[src/rtl/irq_pkg.sv]
package irq_pkg;
  localparam int NUM_SRC = 6;
  localparam int REG_W = 8;
  localparam int ADDR_W = 2;

  // Source index order equals priority order (lowest vector first).
  localparam int SRC_PIN  = 0;
  localparam int SRC_CAP  = 1;
  localparam int SRC_CMPA = 2;
  localparam int SRC_CMPB = 3;
  localparam int SRC_OVF16 = 4;
  localparam int SRC_OVF8 = 5;

  // Bit positions inside the timer mask and timer flag registers.
  localparam int BIT_OVF16 = 7;
  localparam int BIT_CMPA  = 6;
  localparam int BIT_CMPB  = 5;
  localparam int BIT_CAP   = 3;
  localparam int BIT_OVF8  = 1;
  localparam int PIN_BIT   = 6;

  localparam logic [ADDR_W-1:0] ADDR_TMASK = 2'd0;
  localparam logic [ADDR_W-1:0] ADDR_TFLAG = 2'd1;
  localparam logic [ADDR_W-1:0] ADDR_PMASK = 2'd2;
  localparam logic [ADDR_W-1:0] ADDR_PFLAG = 2'd3;

  typedef logic [NUM_SRC-1:0] srcVec_t;

  typedef struct packed {
    srcVec_t clrVec;
    logic    timerMaskWr;
    logic    pinMaskWr;
  } ctrlStrobe_t;

  function automatic logic [REG_W-1:0] packTimer(srcVec_t s);
    logic [REG_W-1:0] b;
    b = '0;
    b[BIT_OVF16] = s[SRC_OVF16];
    b[BIT_CMPA]  = s[SRC_CMPA];
    b[BIT_CMPB]  = s[SRC_CMPB];
    b[BIT_CAP]   = s[SRC_CAP];
    b[BIT_OVF8]  = s[SRC_OVF8];
    return b;
  endfunction

  function automatic srcVec_t unpackTimer(logic [REG_W-1:0] b);
    srcVec_t s;
    s = '0;
    s[SRC_OVF16] = b[BIT_OVF16];
    s[SRC_CMPA]  = b[BIT_CMPA];
    s[SRC_CMPB]  = b[BIT_CMPB];
    s[SRC_CAP]   = b[BIT_CAP];
    s[SRC_OVF8]  = b[BIT_OVF8];
    return s;
  endfunction
endpackage

[src/rtl/irq_ctrl.sv]
module irq_ctrl
  import irq_pkg::*;
#(
  parameter int VEC_W = 12,
  parameter int PIN_VEC = 1,
  parameter int TMR_VEC_BASE = 3
) (
  input  srcVec_t               flags,
  input  srcVec_t               mask,
  input  logic                  globalEn,
  input  logic                  irqAck,
  input  logic                  regWrEn,
  input  logic [ADDR_W-1:0]     regAddr,
  input  logic [REG_W-1:0]      regWrData,
  output logic                  irqReq,
  output logic [VEC_W-1:0]      irqVector,
  output ctrlStrobe_t           strobe
);
  srcVec_t pending;
  srcVec_t selOneHot;
  srcVec_t ackClr;
  srcVec_t timerClr;
  srcVec_t pinClr;
  logic    timerFlagWr;
  logic    pinFlagWr;

  function automatic logic [VEC_W-1:0] vecOf(int i);
    if (i == SRC_PIN) return VEC_W'(PIN_VEC);
    return VEC_W'(TMR_VEC_BASE + i - 1);
  endfunction

  assign pending   = flags & mask & {NUM_SRC{globalEn}};
  // Isolate the lowest set bit: lowest index has the lowest vector.
  assign selOneHot = pending & srcVec_t'(~pending + srcVec_t'(1));
  assign irqReq    = |pending;

  always_comb begin
    irqVector = '0;
    for (int i = 0; i < NUM_SRC; i++) begin
      if (selOneHot[i]) irqVector = irqVector | vecOf(i);
    end
  end

  assign timerFlagWr = regWrEn && (regAddr == ADDR_TFLAG);
  assign pinFlagWr   = regWrEn && (regAddr == ADDR_PFLAG);
  assign ackClr      = irqAck ? selOneHot : '0;
  assign timerClr    = timerFlagWr ? unpackTimer(regWrData) : '0;
  assign pinClr      = (pinFlagWr && regWrData[PIN_BIT]) ? srcVec_t'(1 << SRC_PIN) : '0;

  assign strobe.clrVec      = ackClr | timerClr | pinClr;
  assign strobe.timerMaskWr = regWrEn && (regAddr == ADDR_TMASK);
  assign strobe.pinMaskWr   = regWrEn && (regAddr == ADDR_PMASK);
endmodule

[src/rtl/irq_dp.sv]
module irq_dp
  import irq_pkg::*;
(
  input  logic              clk,
  input  logic              rstN,
  input  srcVec_t           events,
  input  logic              pinLevel,
  input  ctrlStrobe_t       strobe,
  input  logic [ADDR_W-1:0] regAddr,
  input  logic [REG_W-1:0]  regWrData,
  output srcVec_t           flags,
  output srcVec_t           mask,
  output logic [REG_W-1:0]  regRdData
);
  srcVec_t flagQ;
  srcVec_t flagNext;
  srcVec_t maskQ;
  srcVec_t maskWrVal;
  srcVec_t levelKill;

  assign levelKill = pinLevel ? srcVec_t'(1 << SRC_PIN) : '0;
  assign maskWrVal = unpackTimer(regWrData);

  always_comb begin
    // A new event takes precedence over any clear in the same cycle.
    flagNext = events | (flagQ & ~strobe.clrVec);
    flagNext = flagNext & ~levelKill;
  end

  always_ff @(posedge clk) begin
    if (!rstN) begin
      flagQ <= '0;
      maskQ <= '0;
    end else begin
      flagQ <= flagNext;
      if (strobe.timerMaskWr) begin
        for (int i = 0; i < NUM_SRC; i++) begin
          if (i != SRC_PIN) maskQ[i] <= maskWrVal[i];
        end
      end
      if (strobe.pinMaskWr) maskQ[SRC_PIN] <= regWrData[PIN_BIT];
    end
  end

  assign flags = flagQ & ~levelKill;
  assign mask  = maskQ;

  always_comb begin
    regRdData = '0;
    case (regAddr)
      ADDR_TMASK: regRdData = packTimer(maskQ);
      ADDR_TFLAG: regRdData = packTimer(flags);
      ADDR_PMASK: regRdData[PIN_BIT] = maskQ[SRC_PIN];
      default:    regRdData[PIN_BIT] = flags[SRC_PIN];
    endcase
  end
endmodule

[src/rtl/irq_flag_mask.sv]
module irq_flag_mask
  import irq_pkg::*;
#(
  parameter int VEC_W = 12,
  parameter int PIN_VEC = 1,
  parameter int TMR_VEC_BASE = 3
) (
  input  logic              clk,
  input  logic              rstN,
  input  logic              evtPin,
  input  logic              evtCapture,
  input  logic              evtCmpA,
  input  logic              evtCmpB,
  input  logic              evtOvf16,
  input  logic              evtOvf8,
  input  logic              pinLevel,
  input  logic              globalEn,
  input  logic [1:0]        regAddr,
  input  logic              regWrEn,
  input  logic [7:0]        regWrData,
  output logic [7:0]        regRdData,
  input  logic              irqAck,
  output logic              irqReq,
  output logic [VEC_W-1:0]  irqVector
);
  srcVec_t     events;
  srcVec_t     flags;
  srcVec_t     mask;
  ctrlStrobe_t strobe;

  always_comb begin
    events = '0;
    events[SRC_PIN]   = evtPin;
    events[SRC_CAP]   = evtCapture;
    events[SRC_CMPA]  = evtCmpA;
    events[SRC_CMPB]  = evtCmpB;
    events[SRC_OVF16] = evtOvf16;
    events[SRC_OVF8]  = evtOvf8;
  end

  irq_ctrl #(
    .VEC_W(VEC_W), .PIN_VEC(PIN_VEC), .TMR_VEC_BASE(TMR_VEC_BASE)
  ) u_ctrl (
    .flags(flags), .mask(mask), .globalEn(globalEn), .irqAck(irqAck),
    .regWrEn(regWrEn), .regAddr(regAddr), .regWrData(regWrData),
    .irqReq(irqReq), .irqVector(irqVector), .strobe(strobe)
  );

  irq_dp u_dp (
    .clk(clk), .rstN(rstN), .events(events), .pinLevel(pinLevel),
    .strobe(strobe), .regAddr(regAddr), .regWrData(regWrData),
    .flags(flags), .mask(mask), .regRdData(regRdData)
  );
endmodule

[config.mk]
export PLATFORM = sky130hd
export DESIGN_NAME = irq_flag_mask
export DESIGN_NICKNAME = d
export VERILOG_FILES = /design/src/rtl/irq_pkg.sv /design/src/rtl/irq_ctrl.sv /design/src/rtl/irq_dp.sv /design/src/rtl/irq_flag_mask.sv
export SDC_FILE = /design/constraint.sdc
export NUM_CORES = 1
export LEC_CHECK = 0
export BUFFER_PORTS_ARGS = -buffer_cell sky130_fd_sc_hd__buf_2
export CORE_UTILIZATION = 48
export DETAILED_ROUTE_END_ITERATION = 7
export PLACE_DENSITY_LB_ADDON = 0.2
export SLEW_MARGIN = 20
export SYNTH_ARGS = -nofsm -noshare
export SYNTH_HDL_FRONTEND = slang
export SYNTH_SLANG_ARGS = --single-unit
[constraint.sdc]
create_clock -name clk -period 1.6 [get_ports clk]
set_input_delay 0.08 -clock clk [delete_from_list [all_inputs] [get_ports clk]]
set_output_delay 0.08 -clock clk [all_outputs]
set_load 0.01 [all_outputs]
==> results of run 1 <==
==> cell usage in the layout, fill, tap and decap left out, drive strengths merged <==
cell type | Yosys | final
conb | 1 | 12
inv | 3 | 3
dlygate4sd3 | 0 | 1
a21boi | 1 | 1
a21oi | 5 | 5
nor2b | 1 | 1
nand3b | 1 | 1
a311oi | 1 | 1
nand4b | 1 | 1
and2 | 2 | 2
nand4 | 2 | 2
a211oi | 3 | 3
o31a | 1 | 1
o221a | 1 | 1
a22oi | 1 | 1
nor2 | 13 | 13
a31oi | 1 | 1
nor3 | 4 | 4
dfxtp | 12 | 12
nand3 | 2 | 2
nand2b | 1 | 1
clkbuf | 1 | 3
nand2 | 14 | 14
and3b | 1 | 1
o21ai | 2 | 2
buf | 15 | 27
o21a | 2 | 2
mux2i | 10 | 10
mux4 | 1 | 1
==> area by class of cell <==
cell class	instances	area share
Sequential cell	12	0.251
Tap cell	16	0.0209
Timing Repair Buffer	28	0.151
Inverter	3	0.0117
Multi-Input combinational cell	83	0.542
Clock buffer	3	0.0235
==> worst max-delay path by stage <==
stage	startpoint	to	slack (ns)	cells past startpoint
4_1_cts	u_dp.mask[0]	irqVector[1]	0.1	5
5_1_grt	u_dp.flagQ[2]	irqVector[1]	0.03	4
3_5_place_dp	u_dp.mask[0]	irqVector[1]	0.41	5
3_3_place_gp	u_dp.flagQ[2]	irqReq	0.41	5
2_1_floorplan	u_dp.flagQ[2]	irqVector[1]	0.53	3
6_report	u_dp.flagQ[2]	irqVector[1]	0.11	4
==> layer usage <==
metal / vias up / part of all wire
li1: 392 / -
met1: 354 / 0.44
met2: 33 / 0.48
met3: 5 / 0.060
met4: 0 / 0.015
met5: - / 0
==> sequential cells by signal, indices dropped and copies added (netlist names) <==
name and count:
u_dp.flagQ 6, u_dp.mask 6
==> timing repair <==
| action | CTS | global route |
|---|---|---|
| endpoints found under the hold margin | 1 | 0 |
| hold buffers | 1 | 0 |
| endpoints found under the setup margin | 0 | 1 |
| gates resized for setup | 0 | 1 |
==> critical path, stage by stage, from the launching register on <==
cell and delay (ns):
dfxtp_1 0.33, and2_2 0.22, o31a_1 0.30, o21ai_1 0.13, buf_2 0.15
==> power by group through the flow <==
| stage | clock (mW) | sequential [mW] | combinational, mW |
|---|---|---|---|
| 6_report | 0.187 | 0.328 | 0.137 |
| 5_1_grt | 0.208 | 0.330 | 0.154 |
| 4_1_cts | 0.193 | 0.328 | 0.136 |
| 3_5_place_dp | 0 | 0.335 | 0.134 |
| 3_3_place_gp | 0 | 0.334 | 0.132 |
| 2_1_floorplan | 0 | 0.331 | 0.114 |
==> cell families after synthesis <==
group                  after synthesis
AO/OA/AOI/OAI                       18
flip-flops                          12
multiplexers                        11
other                                1
buffers and inverters               19
AND/OR/NAND/NOR                     42
==> per-stage QoR <==
stage	hold WS (ns)	area, um^2	std cells	utilization
2_1_floorplan	0.159	888	114	-
3_3_place_gp	0.274	923	141	0.586
3_5_place_dp	0.284	923	141	0.586
4_1_cts	0.0201	956	145	0.606
5_1_grt	0.0162	958	145	0.608
6_report	0.0235	958	145	0.608
==> flow_results.org, run 1 <==
** Global route
- For met1 alone, demand over resource in global routing was 0.297.
- Met3 global-route usage :: 0.0735
- The first global-routing pass estimated about 3200 um of wire.
- Total grt overflow :: 0
- Maximum number of pins on one net before global-route repair :: 12
- The initial antenna violation count came to 0.
- In the global route stage, overall resource usage came out at 0.229.
- M2 GR Usage :: 0.353
- GRT busiest layer :: met2
- Via count of the first global-routing pass :: just over 700

** Power and ir drop
- Internal power summed over all cells :: 0.460 mW
- NetSw :: between 0.15 and 0.2 mW
- The share of total power dissipated in combinational logic is 0.210.
- The completed layout was analyzed and its total power is about 0.65 mW.
- Of the total power, the share spent switching nets is 0.295.
- In this run the static leakage power is around 0.47 nW.
- Cell Pwr Density :: 680 nW/um^2
- Clock group share of total power :: 0.287
- Worst VDD drop :: 0.540 mV
- The share of total power dissipated in sequential elements is 0.503.

** Timing
- Between clock sinks in the finished design, the worst skew comes to about 0.0022 ns.
- Setup repair after global routing missed its margin :: no
- Share of the clock period used by the worst path :: 0.930
- Worst Setup Slack, final :: around 0.11 ns
- Setup violations remaining at the end of the flow were counted as 0.
- Final critical-path required period :: around 1.5 ns
- For this run, the top clock speed supported by timing is 672 MHz.
- In the final timing run, aggregate negative setup slack is 0 ns.
- The number of hold violations in the final report came to 0.
- Final Max Tran Viols :: 0

** Drt
- Total via count in the routed design :: 784
- The count of nets left with antenna violations once routing finished came out at 0.
- Total routed wirelength :: 1820 um
- Dividing the detail-routed wire length by the instance count gives ~13 um.
- Iter 0 DRT Violations :: 10
- Dividing the detail-routed via count by the number of cells gives between 5 and 6.
- DRC Markers :: 4
- First drt pass iteration count :: 6

** Clocking
- Clock Root Buffer :: clkbuf_4
- Buffers inserted during clock tree synthesis total 3.
- The clock reaches the later pin of the worst-skew pair after ~0.27 ns.
- TritonCTS sink count :: 12
- Total setup buffers inserted after CTS :: 0
- In this run the number of H-tree levels came out at 1.
- TritonCTS clock tree :: built
- The clock passes through at most 2 buffers.
- Clock-pin slew reported for the worst setup and hold paths after clock tree synthesis :: approximately 0.07 ns

** Synth
- Area share of the largest cell type after synthesis :: 0.284
- Count of mapped cells out of synthesis :: 103
- Of the total synthesized cell area, the portion taken by AND, OR, NAND and NOR gates is 0.258.
- Main combinational cell family by area after synthesis :: simple AND/OR/NAND/NOR gates
- The synthesized netlist occupies a cell area of 847 um^2.
- Synthesis instantiated 32 different standard cells from the library.
- For this run, asynchronously set or reset flops after synthesis account for 0.
- Among all flip-flop cells after synthesis, the most frequent one is dfxtp_1.
- Sorting the synthesized cells by how often they occur yields buf_4 (14), nand2_1 (14), dfxtp_1 (12), nor2_1 (12), mux2i_1 (10).
- Mean cell area of the mapped netlist :: 8.22 um^2
- Share of the synthesized netlist area taken by xor and xnor gates :: 0
- Sequential element share of the synthesized area :: 0.284
- In the post-synthesis netlist, the biggest area contributors are dfxtp_1 (28%), buf_4 (12%), mux2i_1 (12%).
- Of the total synthesized cell area, the portion taken by full adders, half adders and majority gates is 0.
- The Yosys step of the flow raised 0 warnings.
- In this run, synthesis produced a sequential element count of 12.
- Synth area leader :: dfxtp_1
- Share of the synthesized area in compound gates (AO/OA/AOI/OAI) :: 0.154
- Count of flip-flops with a built-in enable after synthesis :: 0
- The portion of synthesized area spent on multiplexers is 0.145.

** Layout
- Number of inserted filler cells in the final layout :: 158
- From synthesis to final layout, the design area changed by 13.1%.
- Fraction of layout cells with a size suffix above 1 :: 0.287
- Summing all multi-input logic gate instances after layout gives about 520 um^2.
- The net count of the finished layout is 153.
- Ant diodes :: 0
- Registers take about 240 um^2.

** Worst setup path
- Startpoint of the lowest-slack register-to-register path :: u_dp.mask[0]
- By startpoint and endpoint, the worst setup path is classified as register to output port.
- Crit path max fanout :: 4
- Worst-case register-to-register setup slack :: about 0.45 ns
- Kind of start point of the critical path :: register
- Signal arrival time at the worst endpoint :: 1.41 ns
- The worst register-to-register path ends at u_dp.flagQ[1].
- Data required, critical path :: 1.52 ns
- Worst reg-to-reg path cell count :: 4
- Element type at the critical path end :: output port

** Min path
- Worst hold stages :: 2
- Worst Min Path Start :: evtCapture
- The path with the worst hold slack has its endpoint at u_dp.flagQ[1].
- In this run the worst hold path is classified as input port to register.

** Placed design
- Dpl hpwl :: between 1000 and 1500 um
- Before CTS, the worst setup slack after placement is 0.410 ns.
- Final estimated routing congestion in global placement :: a little under 0.8
- Number of port buffers :: 27

** Floorplanning
- Count of boundary I/O pins :: between 40 and 50
- Overall die area :: 1940 um^2
- Core region area :: roughly 1600 um^2
- The floorplan has 14 rows.
- The initial utilization of the core area, before any placement, comes to 0.537.
- The die is between 40 and 50 um tall.
- Measured along the x axis, the die boundary spans between 40 and 50 um.

** Flow run
- Max-cap violations :: 0

** Outcome
- The final reports fail on design-rule violations.
- Result of the run :: finished with violations
No activity file was read; power rests on OpenSTA's default activity.
==> run 2: changes to the inputs <==
Settings changed: CORE_UTILIZATION 48 to 49, SYNTH_HIERARCHICAL from default to 1.
==> flow_results.org, run 2 <==
** Clocking
- CTS hold repair buffers :: 0
- Once the clock tree was built, the setup fixing pass inserted 0 buffers.
- Once the clock tree was built, the resizer swapped 0 gates to a different size.
- Longest Clk Path Bufs :: 2
- The number of clock buffers added by TritonCTS is 3.
- TritonCTS clock tree :: built
- After clock tree synthesis, the clock-pin slew on the worst setup and hold paths is about 0.07 ns.
- Insertion delay of the later-clocked pin in the worst-skew pair :: between 0.2 and 0.3 ns
- In this run the number of H-tree levels came out at 1.
- Clock Root Buffer :: clkbuf_4
- TritonCTS sink count :: 12

** Layout
- The final layout contains 147 nets.
- After filler insertion, the fill cell instance count of the layout stands at 177.
- Commonest non-fill, non-tap cells in the layout :: buf_2 (27), conb_1 (12), nor2b_1 (12), dfxtp_1 (12), mux2i_1 (10)
- Leaving out fill and tap cells, the most frequent cell in the layout is buf_2.
- With fillers left out, the area of the finished cells amounts to 987 um^2.
- Ant diodes :: 0
- Non-filler cells in the finished layout :: 148
- Compared with the post-synthesis result, the final layout area differs by 10.3%.
- In the final layout, the share of cells above drive strength 1 is 0.309.

** Outcome
- Result of the run :: finished with violations
- Violated checks :: design-rule violations

** Floorplanning
- The floorplan has 15 rows.
- Core region area :: roughly 1700 um^2
- The die covers approximately 2000 um^2.
- Starting Density :: 0.518
- The die is about 45 um wide.
- For this design the top-level I/O count stands at between 40 and 50.
- The die is 44.7 um tall.

** Timing
- Clock Skew :: between 0.005 and 0.006 ns
- Setup violations remaining at the end of the flow were counted as 0.
- After routing, the total negative slack on setup checks comes to 0 ns.
- The number of pins with negative max-slew slack in the final report came to 0.
- The number of hold violations in the final report came to 0.
- Setup repair after global routing missed its margin :: no
- Final critical-path required period :: 1.47 ns
- Highest clock rate :: just under 700 MHz
- In the finished design, the share of the clock period the worst path needs comes to 0.922.
- Hold timing on the final database bottoms out at a slack of approximately 0.015 ns.

** Global route
- After global routing the overflow that remains totals 0.
- Via count of the first global-routing pass :: roughly 650
- Maximum number of pins on one net before global-route repair :: 13
- The initial antenna violation count is 0.
- Wire length of the first global-routing pass :: roughly 2700 um
- In the global route stage, overall resource usage came out at 0.192.

** Worst setup path
- Data required, critical path :: 1.52 ns
- Element type at the critical path end :: output port
- Crit path max fanout :: 5
- Critical path's largest stage delay :: about 0.34 ns
- Startpoint of the lowest-slack register-to-register path :: u_dp/flagQ[2]
- The signal on the critical path passes through a22oi_1 > nor2b_2 > a21o_1 > buf_2.
- For the worst setup path, the data arrival time is approximately 1.4 ns.
- In this run the worst setup path begins at u_dp/flagQ[2].
- Kind of critical path :: register to output port
- On the critical path, the stage with the largest delay is an instance of dfxtp_1.
- Kind of start point of the critical path :: register

** Placed design
- Placed Cells :: around 150
- The congestion estimate from routability-driven global placement came to ~0.76.
- Number of port buffers :: 27
- Placed Instance Area :: just under 1000 um^2
- Dpl hpwl :: between 1000 and 1500 um

** Drt
- First drt pass iteration count :: 6
- Total routed wirelength :: 1770 um
- In the final routed layout, each cell accounts on average for about 12 um.
- The detailed router finished its first iteration with 16 violations.
- DRC Markers :: 2
- Per-cell via count in the routed design :: between 5 and 6
- Number of nets with antenna violations after detailed routing :: 0
- Detailed routing inserted a total of between 700 and 800 vias.

** Synth
- Count of flip-flops with a built-in enable after synthesis :: 0
- In this run, distinct cell masters in the synthesized netlist total 31.
- Area share of the largest cell type after synthesis :: 0.269
- Mean cell area of the mapped netlist :: about 9 um^2
- The cell area that synthesis handed to floorplanning was around 890 um^2.
- During synthesis, Yosys emitted a total of 6 warnings.
- Top flip-flop cell by instance count after synthesis :: dfxtp_1
- Of all flip-flops after synthesis, the portion carrying an async set or reset was 0.
- Synth area leader :: dfxtp_1
- Synthesis produced a netlist whose cell count is between 100 and 150.
- Number of flip-flops and latches in the synthesized netlist :: 12
- By area the synthesized netlist is led by dfxtp_1 (27%), buf_4 (14%), mux2i_1 (11%).
- Most common cell in the netlist :: buf_4
- Leading post-synthesis cells by instance count :: buf_4 (17), dfxtp_1 (12), nor2b_1 (12), mux2i_1 (10)
- Sequential element share of the synthesized area :: 0.269

** Power and ir drop
- Switch share :: 0.281
- Combinational fraction of design power :: 0.209
- For this design the static power due to leakage is 0.488 nW.
- Cell internal power was estimated by the tool at 0.465 mW.
- Register share of total power :: 0.511
- The share of total power dissipated in the clock network is 0.280.
- Dividing total power by cell area gives a power density of about 650 nW/um^2.
- In this run the power spent charging and discharging nets is approximately 0.18 mW.
- Worst VDD drop :: slightly above 0.4 mV

** Flow run
- Max-cap violations :: 0

** Min path
- Tightest Hold Check Type :: input port to register
- Worst Min Path Start :: evtCapture
==> run 2: path summary, 6_finish.rpt <==
check,to,slack [ns],cells past startpoint
worst max-delay path,irqVector[1],0.13,4
worst min-delay path,u_dp/flagQ[1],0.01,2
worst max register to register,u_dp/flagQ[5],0.28,5
worst min register to register,u_dp/mask[3],0.56,2
==> run 2: final cells by class <==
class | count | area (um^2) | share of cell area
Timing Repair Buffer | 28 | 143 | 0.144
Multi-Input combinational cell | 78 | 543 | 0.550
Inverter | 2 | 7.51 | 0.00760
Tap cell | 25 | 31.3 | 0.0317
Sequential cell | 12 | 240 | 0.243
Clock buffer | 3 | 22.5 | 0.0228
==> run 2: metrics by stage <==
step / total power, mW / setup slack [ns] / utilization
after CTS: 0.655 / 0.120 / 0.572
after detailed placement: 0.472 / 0.316 / 0.559
after floorplan: 0.453 / 0.337 / -
final: 0.646 / 0.125 / 0.572
after global placement: 0.468 / 0.325 / 0.559
after global routing: 0.684 / 0.0513 / 0.572
==> run 2: cells by family (layout without fill, tap and decap cells) <==
logic type	count (synthesis)	count (layout)	share of synthesized area
flip-flops	12	12	0.269
AO/OA/AOI/OAI	20	20	0.189
buffers and inverters	22	33	0.166
other	2	12	0.00839
AND/OR/NAND/NOR	35	35	0.231
multiplexers	11	11	0.137
==> run 2: metal layers <==
layer  track usage  wire (um)
met1         0.244        795
met5             0          0
met3        0.0240        104
met4         0.109         13
met2         0.315        855
==> run 2: power by group through the flow <==
stage / combinational [mW] / sequential, mW / clock (mW)
2_1_floorplan: 0.123 / 0.330 / 0
3_3_place_gp: 0.132 / 0.336 / 0
3_5_place_dp: 0.135 / 0.337 / 0
4_1_cts: 0.135 / 0.330 / 0.189
5_1_grt: 0.149 / 0.334 / 0.201
6_report: 0.135 / 0.331 / 0.181
==> run 2: critical path: cells and delay by family (launching register included) <==
family	cells	cell delay, ns
AND/OR/NAND/NOR	1	0.25
flip-flops	1	0.34
buffers and inverters	1	0.12
AO/OA/AOI/OAI	2	0.42
